## config.mk

```make
export PLATFORM = sky130hd
export DESIGN_NAME = evt_timer
export DESIGN_NICKNAME = d
export VERILOG_FILES = /design/src/rtl/etmr_pkg.sv /design/src/rtl/etmr_regs.sv /design/src/rtl/etmr_core.sv /design/src/rtl/etmr_flag.sv /design/src/rtl/evt_timer.sv
export SDC_FILE = /design/constraint.sdc
export NUM_CORES = 1
export LEC_CHECK = 0
export ABC_CLOCK_PERIOD_IN_PS = 3300
export BUFFER_PORTS_ARGS = -buffer_cell sky130_fd_sc_hd__clkbuf_2
export CAP_MARGIN = 10
export CORE_MARGIN = 2
export CORE_UTILIZATION = 55
export CTS_CLUSTER_DIAMETER = 60
export CTS_CLUSTER_SIZE = 8
export DETAILED_ROUTE_END_ITERATION = 8
export GPL_TIMING_DRIVEN = 0
export MAX_ROUTING_LAYER = met4
export PLACE_DENSITY = 0.83
export SYNTH_ARGS = -nofsm -noshare
export SYNTH_HDL_FRONTEND = slang
export SYNTH_SLANG_ARGS = --single-unit
```

## constraint.sdc

```tcl
create_clock -name clk -period 3.3 [get_ports clk]
set_input_delay 0.66 -clock clk [delete_from_list [all_inputs] [get_ports clk]]
set_output_delay 0.66 -clock clk [all_outputs]
set_load 0.02 [all_outputs]
```

## src/rtl/etmr_pkg.sv

```systemverilog
// Shared types and register offsets for the event timer.
// Assumes a byte-addressed bus with 32-bit aligned registers.
package etmr_pkg;
    typedef struct packed {
        logic unmask;   // bit 2
        logic oneshot;  // bit 1
        logic run;      // bit 0
    } ctrl_t;

    localparam int OFS_LOAD_LO = 'h00;
    localparam int OFS_CNT_LO  = 'h08;
    localparam int OFS_STATUS  = 'h18;
endpackage

```

## src/rtl/etmr_regs.sv

```systemverilog
// Register file and bus decode of the event timer.
// Holds the two reload words and the control word, produces the start and
// clear strobes, and muxes read data. Assumes single-cycle writes.
module etmr_regs
    import etmr_pkg::*;
#(
    parameter int DATA_W   = 32,
    parameter int ADDR_W   = 8,
    parameter int CTRL_OFS = 'h10,
    localparam int CNT_W   = 2 * DATA_W
) (
    input  logic              clk,
    input  logic              rst_n,
    input  logic [ADDR_W-1:0] bus_addr,
    input  logic              bus_we,
    input  logic [DATA_W-1:0] bus_wdata,
    output logic [DATA_W-1:0] bus_rdata,
    input  logic [CNT_W-1:0]  cnt_val,
    input  logic              status,
    output logic [CNT_W-1:0]  load_val,
    output ctrl_t             ctrl_q,
    output logic              start_p,
    output logic              clr_p
);
    logic ctrl_hit;

    // One register per reload word, each at its own offset.
    for (genvar w = 0; w < 2; w++) begin : g_ldw
        logic [DATA_W-1:0] word_q;
        // Capture a reload word on a matching write.
        always_ff @(posedge clk) begin
            if (!rst_n)
                word_q <= '0;
            else if (bus_we && bus_addr == ADDR_W'(OFS_LOAD_LO + 4 * w))
                word_q <= bus_wdata;
        end
        assign load_val[w*DATA_W +: DATA_W] = word_q;
    end

    assign ctrl_hit = bus_we && (bus_addr == ADDR_W'(CTRL_OFS));

    // Capture the control word.
    always_ff @(posedge clk) begin
        if (!rst_n)
            ctrl_q <= '0;
        else if (ctrl_hit)
            ctrl_q <= ctrl_t'(bus_wdata[2:0]);
    end

    // Start on a run bit rising edge; clear pending on write-one.
    assign start_p = ctrl_hit && bus_wdata[0] && !ctrl_q.run;
    assign clr_p   = bus_we && (bus_addr == ADDR_W'(OFS_STATUS)) && bus_wdata[0];

    // Read-data mux.
    always_comb begin
        bus_rdata = '0;
        if (bus_addr == ADDR_W'(OFS_LOAD_LO))
            bus_rdata = load_val[DATA_W-1:0];
        else if (bus_addr == ADDR_W'(OFS_LOAD_LO + 4))
            bus_rdata = load_val[CNT_W-1:DATA_W];
        else if (bus_addr == ADDR_W'(OFS_CNT_LO))
            bus_rdata = cnt_val[DATA_W-1:0];
        else if (bus_addr == ADDR_W'(OFS_CNT_LO + 4))
            bus_rdata = cnt_val[CNT_W-1:DATA_W];
        else if (bus_addr == ADDR_W'(CTRL_OFS))
            bus_rdata = DATA_W'(ctrl_q);
        else if (bus_addr == ADDR_W'(OFS_STATUS))
            bus_rdata = DATA_W'(status);
    end

    // a start always leaves the run bit set.
    a_r4_start_sets_run: assert property (@(posedge clk) disable iff (!rst_n)
        start_p |=> ctrl_q.run);
endmodule

```

## src/rtl/etmr_core.sv

```systemverilog
// Down counter of the event timer.
// Loads on start, decrements per tick while running, and reloads (periodic)
// or parks at zero (single-shot) on expiry. Assumes start only while stopped.
module etmr_core #(
    parameter int CNT_W = 64
) (
    input  logic             clk,
    input  logic             rst_n,
    input  logic             tick_en,
    input  logic             run,
    input  logic             oneshot,
    input  logic             start_p,
    input  logic [CNT_W-1:0] load_val,
    output logic [CNT_W-1:0] cnt_q,
    output logic             expire_p
);
    logic done_q;
    logic at_zero;

    assign at_zero = (cnt_q == '0);

    // Expiry: a tick at zero, except after a single-shot has already fired.
    assign expire_p = run && tick_en && at_zero && !(oneshot && done_q);

    // Counter and single-shot done flag.
    always_ff @(posedge clk) begin
        if (!rst_n) begin
            cnt_q  <= '0;
            done_q <= 1'b0;
        end else if (start_p) begin
            cnt_q  <= load_val;
            done_q <= 1'b0;
        end else if (run && tick_en) begin
            if (!at_zero)
                cnt_q <= cnt_q - 1'b1;
            else if (!oneshot)
                cnt_q <= load_val;
            else
                done_q <= 1'b1;
        end
    end

    // start copies the reload value.
    a_r4_start_load: assert property (@(posedge clk) disable iff (!rst_n)
        start_p |=> cnt_q == $past(load_val));
    // one step down per tick.
    a_r5_decrement: assert property (@(posedge clk) disable iff (!rst_n)
        (run && tick_en && !at_zero) |=> cnt_q == $past(cnt_q) - 1'b1);
    // stopped counter holds.
    a_r5_stopped_hold: assert property (@(posedge clk) disable iff (!rst_n)
        (!run && !start_p) |=> $stable(cnt_q));
    // periodic reload at zero.
    a_r6_reload: assert property (@(posedge clk) disable iff (!rst_n)
        (run && !oneshot && tick_en && at_zero) |=> cnt_q == $past(load_val));
    // single-shot parks at zero.
    a_r7_park: assert property (@(posedge clk) disable iff (!rst_n)
        (run && oneshot && at_zero) |=> cnt_q == '0);
endmodule

```

## src/rtl/etmr_flag.sv

```systemverilog
// Sticky pending flag and interrupt gate of the event timer.
// Set wins over a clear in the same cycle.
module etmr_flag (
    input  logic clk,
    input  logic rst_n,
    input  logic expire_p,
    input  logic clr_p,
    input  logic unmask,
    output logic status_q,
    output logic irq
);
    // Pending flag: set on expiry, cleared by write-one.
    always_ff @(posedge clk) begin
        if (!rst_n)
            status_q <= 1'b0;
        else if (expire_p)
            status_q <= 1'b1;
        else if (clr_p)
            status_q <= 1'b0;
    end

    assign irq = status_q && unmask;

    // expiry always leaves the flag set.
    a_r8_set_on_expiry: assert property (@(posedge clk) disable iff (!rst_n)
        expire_p |=> status_q);
    // without a clear the flag stays.
    a_r8_sticky: assert property (@(posedge clk) disable iff (!rst_n)
        (status_q && !clr_p) |=> status_q);
endmodule

```

## src/rtl/evt_timer.sv

```systemverilog
// Event timer top: register file, down counter and pending flag.
// Assumes tick_en is synchronous to clk; CTRL_OFS is 'h10 or 'h1C.
module evt_timer #(
    parameter int ADDR_W   = 8,
    parameter int CTRL_OFS = 'h10
) (
    input  logic              clk,
    input  logic              rst_n,
    input  logic              tick_en,
    input  logic [ADDR_W-1:0] bus_addr,
    input  logic              bus_we,
    input  logic [31:0]       bus_wdata,
    output logic [31:0]       bus_rdata,
    output logic              irq
);
    import etmr_pkg::*;

    localparam int DATA_W = 32;
    localparam int CNT_W  = 2 * DATA_W;

    logic [CNT_W-1:0] load_val;
    logic [CNT_W-1:0] cnt_val;
    ctrl_t            ctrl_q;
    logic             start_p, clr_p, expire_p, status_q;

    etmr_regs #(
        .DATA_W(DATA_W), .ADDR_W(ADDR_W), .CTRL_OFS(CTRL_OFS)
    ) u_regs (
        .clk(clk), .rst_n(rst_n),
        .bus_addr(bus_addr), .bus_we(bus_we), .bus_wdata(bus_wdata),
        .bus_rdata(bus_rdata),
        .cnt_val(cnt_val), .status(status_q),
        .load_val(load_val), .ctrl_q(ctrl_q),
        .start_p(start_p), .clr_p(clr_p)
    );

    etmr_core #(.CNT_W(CNT_W)) u_core (
        .clk(clk), .rst_n(rst_n), .tick_en(tick_en),
        .run(ctrl_q.run), .oneshot(ctrl_q.oneshot),
        .start_p(start_p), .load_val(load_val),
        .cnt_q(cnt_val), .expire_p(expire_p)
    );

    etmr_flag u_flag (
        .clk(clk), .rst_n(rst_n), .expire_p(expire_p), .clr_p(clr_p),
        .unmask(ctrl_q.unmask), .status_q(status_q), .irq(irq)
    );
endmodule

```

==> flow_summary.ini, run 1 <==
[outcome]
status = complete, no violations

[pwr]
power.leakage_nw = 3.60
powerDensity_nw_per_um2 = 434
ir_worst_vdd_uv = 444

[floorplan]
die_area_um2 = 15100
num_rows = 43
core_um2 = 13900
die_w_um = 123
die_h_um = 123
start_util = 0.561
ios = 77

[grt]
grt_pass1_wl_um = 51200
grt_pass1_vias = 8445
grt_remaining_overflow = 0
antenna_found_initial = 0
grt_max_degree = 17
grt_use_total = 0.481

[final_layout]
nFillCells = 1248
num_antenna_cells = 0
area_delta_synth_final_pct = 18.3
fin_util = 0.664
stdcell_area_um2 = 9220
final_layout_size_suffix_gt1_frac = 0.184
final_nets = 1193

[setup_path]
start_kind = register
cp-startpoint = u_core.cnt_q[48]$_SDFFE_PN0P_
crit-reg2reg-capture = u_core.cnt_q[10]$_SDFFE_PN0P_
crit_arrival_ns = 3.61
rrSetupSlack_ns = 0.02
r2r-start = u_core.cnt_q[48]$_SDFFE_PN0P_
crit_path_end = u_core.cnt_q[10]$_SDFFE_PN0P_
required_ns = 3.63
reg2reg_depth = 9
cp-end-kind = register
path_max_fanout = 10
worstSetupPathType = register to register

[detailed_routing]
wl_per_cell_um = 26.3
first_pass_iters = 9
drt-initial-drc-count = 1492
num_vias = 9388
antenna_left = 0
wirelength_um = 35200
viasPerCell = 7.01
drc = 0

[clock_network]
numCtsBuffers = 17
clockRootBuffer = clkbuf_16
postCtsHoldBufs = 0
cts_tree = yes
clkSinkCount = 133
clk_pin_slew_worst_paths_ns = 0.06
clk_latency_ns = 0.44
h-tree-depth = 4
ctsLongestPathBuffers = 2

[synth]
yosysWarningCount = 0
synth_edf_count = 0
ys_seq_area_frac = 0.342
synthCells = 1047
syn-num-nets = 1093
syn-cell-area_um2 = 7790
synth_flop_cell = dfxtp_1
synth.avg_cell_area_um2 = 7.44
async_flop_share = 0
synth_seq_cells = 133
synthDistinctLibCells = 72

[timing]
setup-violations-final = 0
tns_ns = 0
worstMarginPinSlew_ns = 1.10
skew_ns = 0.00947
period_share = 0.994
fmax_mhz = 305
period_minus_slack_ns = 3.28
slew_headroom = 0.264
setup_ws_ns = 0.0202
finalMaxSlewViolations = 0
hold_viol = 0

[place]
port_buffers = 75
dpl_cell_area_um2 = 8390
dp_slack_ns = -1.35
dp_hpwl_um = 24500
place_congestion = 1.07

[job]
drv_cap = 0

[worst_hold_path]
hold_class = input port to register
synthesized netlist by cell type, drive strengths merged, types with 4 or more instances:
cell type,number,area (µm²)
o211ai,5,37.5
and2,14,87.6
mux2,8,90.1
a31oi,13,87.6
a21o,4,30.0
a21oi,153,766
mux4,12,270
a31o,6,52.6
nor2b,4,25.0
or3,7,43.8
a221o,6,60.1
nand2,205,774
nand3,31,155
a211oi,6,65.1
and3,19,119
o22ai,24,150
or4,9,75.1
a222oi,5,50.1
nor4b,5,65.1
dfxtp,133,2660
clkbuf,45,169
o21ai,44,220
o21a,5,37.5
nor2,80,303
nor4,22,171
inv,16,60.1
mux2i,12,120
nor3,54,298
buf,34,190
nand4,14,93.8
a221oi,9,78.8
layout make-up:
| cell class | count | area (µm²) | area share |
|---|---|---|---|
| Inverter | 16 | 60.1 | 0.00651 |
| Clock buffer | 22 | 484 | 0.0525 |
| Multi-Input combinational cell | 819 | 4800 | 0.520 |
| Buffer | 78 | 394 | 0.0427 |
| Clock inverter | 10 | 168 | 0.0182 |
| Timing Repair Buffer | 82 | 428 | 0.0464 |
| Sequential cell | 133 | 2660 | 0.289 |
| Tap cell | 180 | 225 | 0.0244 |
sequential cells by signal, indices dropped and copies added, names as in the netlist:
register,count
u_flag.status_q,1
u_core.done_q,1
u_regs.g_ldw.word_q,64
u_regs.ctrl_q,3
u_core.cnt_q,64
cell families (layout without fill, tap and decap cells):
kind of cell | after synthesis | in the layout | share of synthesized area
buffers and inverters | 95 | 208 | 0.0538
AOI/OAI and AO/OA | 301 | 301 | 0.235
DFF | 133 | 133 | 0.342
adders and majority gates | 2 | 2 | 0.00321
and+or+nand+nor | 484 | 484 | 0.305
muxes | 32 | 32 | 0.0617
placed cells by master (no fill, tap or decap), types with 4 or more instances in the layout:
cell         n
mux2_2       8
a31oi_1     12
a222oi_1     5
o211ai_1     5
o21ai_0     35
nand3_1     30
a221o_1      6
clkbuf_16   17
and3_1      18
mux4_2      12
clkbuf_2    76
nand2_1    203
o22ai_1     24
bufinv_16    4
clkbuf_1    40
a211oi_2     4
clkbuf_8     4
mux2i_1     12
a221oi_1     9
a21o_1       4
inv_1       16
dfxtp_1    133
buf_4       15
or3_1        7
nor2b_1      4
nor3_1      46
a31o_2       6
nor2_1      76
clkbuf_4     6
and2_1      13
nor3_2       5
a21oi_1    153
or4_1        7
o21a_1       5
nor4_1      16
o21ai_1      9
buf_2       20
nand4_1     13
per-stage QoR:
step / hold WS (ns) / cells / total power, mW
2_1_floorplan: 0.437 / 1047 / 1.77
3_3_place_gp: 0.456 / 1302 / 1.88
3_5_place_dp: 0.461 / 1302 / 1.88
4_1_cts: 0.457 / 1334 / 3.97
5_1_grt: 0.464 / 1340 / 4.05
6_report: 0.451 / 1340 / 4.00
critical path, stage by stage, from the launching register on:
cell and delay (ns):
dfxtp_1 0.30, buf_6 0.13, or4_1 0.50, buf_2 0.18
nor4_1 0.53, nor4b_4 0.39, a21o_1 0.28, buf_4 0.30
nand2_2 0.22, o221a_2 0.33
layer usage:
metal | track usage | share of wire | vias to the layer above
li1 | - | - | 4037
met1 | 0.579 | 0.36 | 4323
met2 | 0.683 | 0.42 | 801
met3 | 0.173 | 0.15 | 227
met4 | 0.295 | 0.075 | 0
met5 | - | 0 | -
power breakdown:
| group | switching (mW) | internal [mW] | leakage [nW] |
|---|---|---|---|
| sequential | 0.00190 | 1.61 | 1.07 |
| clock | 0.778 | 1.35 | 0.317 |
| combinational | 0.189 | 0.0752 | 2.21 |
worst min-delay path by stage:
stage	startpoint	to	slack [ns]	cells past startpoint
2_1_floorplan	u_regs.g_ldw[1].word_q[17]$_SDFFE_PN0P_	u_regs.g_ldw[1].word_q[17]$_SDFFE_PN0P_	0.44	2
3_3_place_gp	u_regs.g_ldw[1].word_q[15]$_SDFFE_PN0P_	u_regs.g_ldw[1].word_q[15]$_SDFFE_PN0P_	0.46	2
3_5_place_dp	u_regs.g_ldw[0].word_q[17]$_SDFFE_PN0P_	u_regs.g_ldw[0].word_q[17]$_SDFFE_PN0P_	0.46	2
4_1_cts	bus_wdata[16]	u_regs.g_ldw[0].word_q[16]$_SDFFE_PN0P_	0.46	3
5_1_grt	bus_wdata[8]	u_regs.g_ldw[1].word_q[8]$_SDFFE_PN0P_	0.46	3
6_report	bus_wdata[16]	u_regs.g_ldw[0].word_q[16]$_SDFFE_PN0P_	0.45	3
what timing repair did:
action / CTS / global route
endpoints found under the setup margin: 88 / 54
resized for setup: 31 / 16
buffers inserted: 1 / 6
pin swaps: 1 / 4
Power figures use the tool's default switching activity.
==> run 2, diff against run 1 <==
--- a/config.mk
+++ b/config.mk
@@ -10,3 +10,3 @@
 export CAP_MARGIN = 10
-export CORE_MARGIN = 2
+export CORE_MARGIN = 1.5
 export CORE_UTILIZATION = 55
==> constraint.sdc (replaced) <==
create_clock -name clk -period 3.3 [get_ports clk]
set_input_delay 0.33 -clock clk [delete_from_list [all_inputs] [get_ports clk]]
set_output_delay 0.33 -clock clk [all_outputs]
set_load 0.02 [all_outputs]
==> run 2 against run 1 <==
Against the previous run: the flow now finishes with violations (negative setup slack); combinational power barely moved; setup slack got worse by 0.024 ns; routed wire length rose by 2.8%; critical path depth did not move; via count rose by 0.88%; core utilization fell by 0.53 points; cell count fell by 0.30%; sequential share of layout area rose by 0.23 points; highest routed layer unchanged.
==> flow_summary.ini, run 2 (synthesis results as in run 1) <==
[outcome]
status = finished with violations
violations = negative setup slack

[pwr]
powerDensity_nw_per_um2 = 439
p_seq_frac = 0.400
p_sw_uw = 981
ir_worst_vdd_uv = 386
power_frac_clock = 0.535
swShare = 0.244
p_int_mw = 3.04
power.leakage_nw = 3.57
total_power_mw = 4.02
combPwrFrac = 0.065

[clock_network]
clk_pin_slew_worst_paths_ns = 0.06
clk_latency_ns = 0.45
h-tree-depth = 4
cts_tree = yes
numCtsBuffers = 17
clkSinkCount = 133
clockRootBuffer = clkbuf_16
ctsLongestPathBuffers = 2

[timing]
tns_ns = -0.00339
fmax_mhz = 303
period_share = 1.00
setup-violations-final = 1
finalMaxSlewViolations = 0
skew_ns = 0.0106
setup_ws_ns = -0.00339
hold_viol = 0
grt_setup_unrepaired = false
period_minus_slack_ns = 3.30
whs_ns = 0.121
worstMarginPinSlew_ns = 1.08
slew_headroom = 0.271

[final_layout]
area_delta_synth_final_pct = 17.4
instances_no_fill = 1336
largestRegisters = u_core.cnt_q: 64 flops, u_regs.g_ldw.word_q: 64 flops, u_regs.ctrl_q: 3 flops
final_common_cell = nand2_1
final_layout_size_suffix_gt1_frac = 0.176
most-common-layout-cells = 203 x nand2_1, 153 x a21oi_1, 133 x dfxtp_1
num_antenna_cells = 0
final_nets = 1190

[detailed_routing]
wirelength_um = 36200
wl_per_cell_um = 27.1
drt-initial-drc-count = 1512
viasPerCell = 7.09
antenna_left = 0
num_vias = 9471
first_pass_iters = 9
drc = 0

[setup_path]
worst-path-buf-inv = 3
crit_slowest_cell = or4_1
required_ns = 3.62
crit_top_cell = a21oi_1
path_delay_family = simple AND/OR/NAND/NOR gates
path_max_fanout = 10
cp_slowest_stage_delay_ns = 0.50
start_kind = register
crit_arrival_ns = 3.62
cp-end-kind = register
crit_chain = buf_6 -> or4_1 -> buf_2 -> nor4_1 -> nor4b_4 -> a21oi_1 -> clkbuf_1 -> a21oi_1 -> o22ai_1
worstSetupPathType = register to register

[floorplan]
die_w_um = 122
core_um2 = 13900
ios = 77
die_area_um2 = 14900
die_h_um = 122
num_rows = 43
start_util = 0.561

[grt]
grt_use_total = 0.502
antenna_found_initial = 0
grt_remaining_overflow = 0
grt_pass1_wl_um = 52100
grt_max_degree = 17
grt_pass1_vias = 8697

[place]
port_buffers = 75
place_inst = 1302
place_congestion = 1.03
dp_hpwl_um = 25100

[worst_hold_path]
hold_class = input port to register

[job]
drv_cap = 0
run 2: cell types whose count changed in the layout (fill, tap and decap cells not counted), sizes merged:
cell / before / now
bufinv: 4 / 5
inv: 18 / 17
clkbuf: 143 / 140
buf: 38 / 34
clkdlybuf4s15: 1 / 2
clkinv: 3 / 5
run 2: worst paths after layout:
check / start / endpoint / slack (ns) / cells past startpoint
setup / recovery: u_core.cnt_q[48]$_SDFFE_PN0P_ / u_core.cnt_q[34]$_SDFFE_PN0P_ / -0.003 / 9
hold / removal: bus_wdata[31] / u_regs.g_ldw[0].word_q[31]$_SDFFE_PN0P_ / 0.12 / 3
setup reg to reg: u_core.cnt_q[48]$_SDFFE_PN0P_ / u_core.cnt_q[34]$_SDFFE_PN0P_ / -0.003 / 9
hold reg to reg: u_regs.g_ldw[0].word_q[11]$_SDFFE_PN0P_ / u_regs.g_ldw[0].word_q[11]$_SDFFE_PN0P_ / 0.47 / 2
run 2: power by group through the flow:
stage	Sequential, mW	Combinational [mW]	Clock, mW
after floorplan	1.64	0.125	0
after global placement	1.64	0.241	0
after detailed placement	1.64	0.241	0
after CTS	1.61	0.244	2.12
after global routing	1.61	0.266	2.20
final	1.61	0.261	2.15
run 2: through the flow:
step | setup slack [ns] | cell area (µm²) | util
2_1_floorplan | 0.666 | 7790 | -
3_3_place_gp | -0.652 | 8390 | 0.605
3_5_place_dp | -0.638 | 8390 | 0.605
4_1_cts | 0.0248 | 9090 | 0.655
5_1_grt | 0.00451 | 9150 | 0.659
6_report | -0.00339 | 9150 | 0.659
run 2: worst reg2reg max path, stage by stage (launching register included):
cell	delay, ns
dfxtp_1	0.31
buf_6	0.13
or4_1	0.50
buf_2	0.18
nor4_1	0.49
nor4b_4	0.41
a21oi_1	0.26
clkbuf_1	0.47
a21oi_1	0.32
o22ai_1	0.12
run 2: final cells by class:
| class | count | area (µm²) |
|---|---|---|
| Buffer | 78 | 380 |
| Clock buffer | 19 | 443 |
| Clock inverter | 12 | 203 |
| Fill cell | 1248 | 4730 |
| Inverter | 16 | 60.1 |
| Multi-Input combinational cell | 819 | 4770 |
| Sequential cell | 133 | 2660 |
| Tap cell | 180 | 225 |
| Timing Repair Buffer | 79 | 405 |
run 2: repair_timing:
action,4_1_cts,5_1_grt
pin swaps,0,2
resized for setup,14,10
endpoints found under the hold margin,0,0
hold buffers,0,0
buffers inserted,0,4
setup endpoints to repair,63,30
gates cloned,0,0
run 2: per-layer routing:
layer / share of wire / global-route usage
met2: 0.41 / 0.705
met1: 0.36 / 0.613
met3: 0.15 / 0.162
met5: 0 / -
met4: 0.070 / 0.327
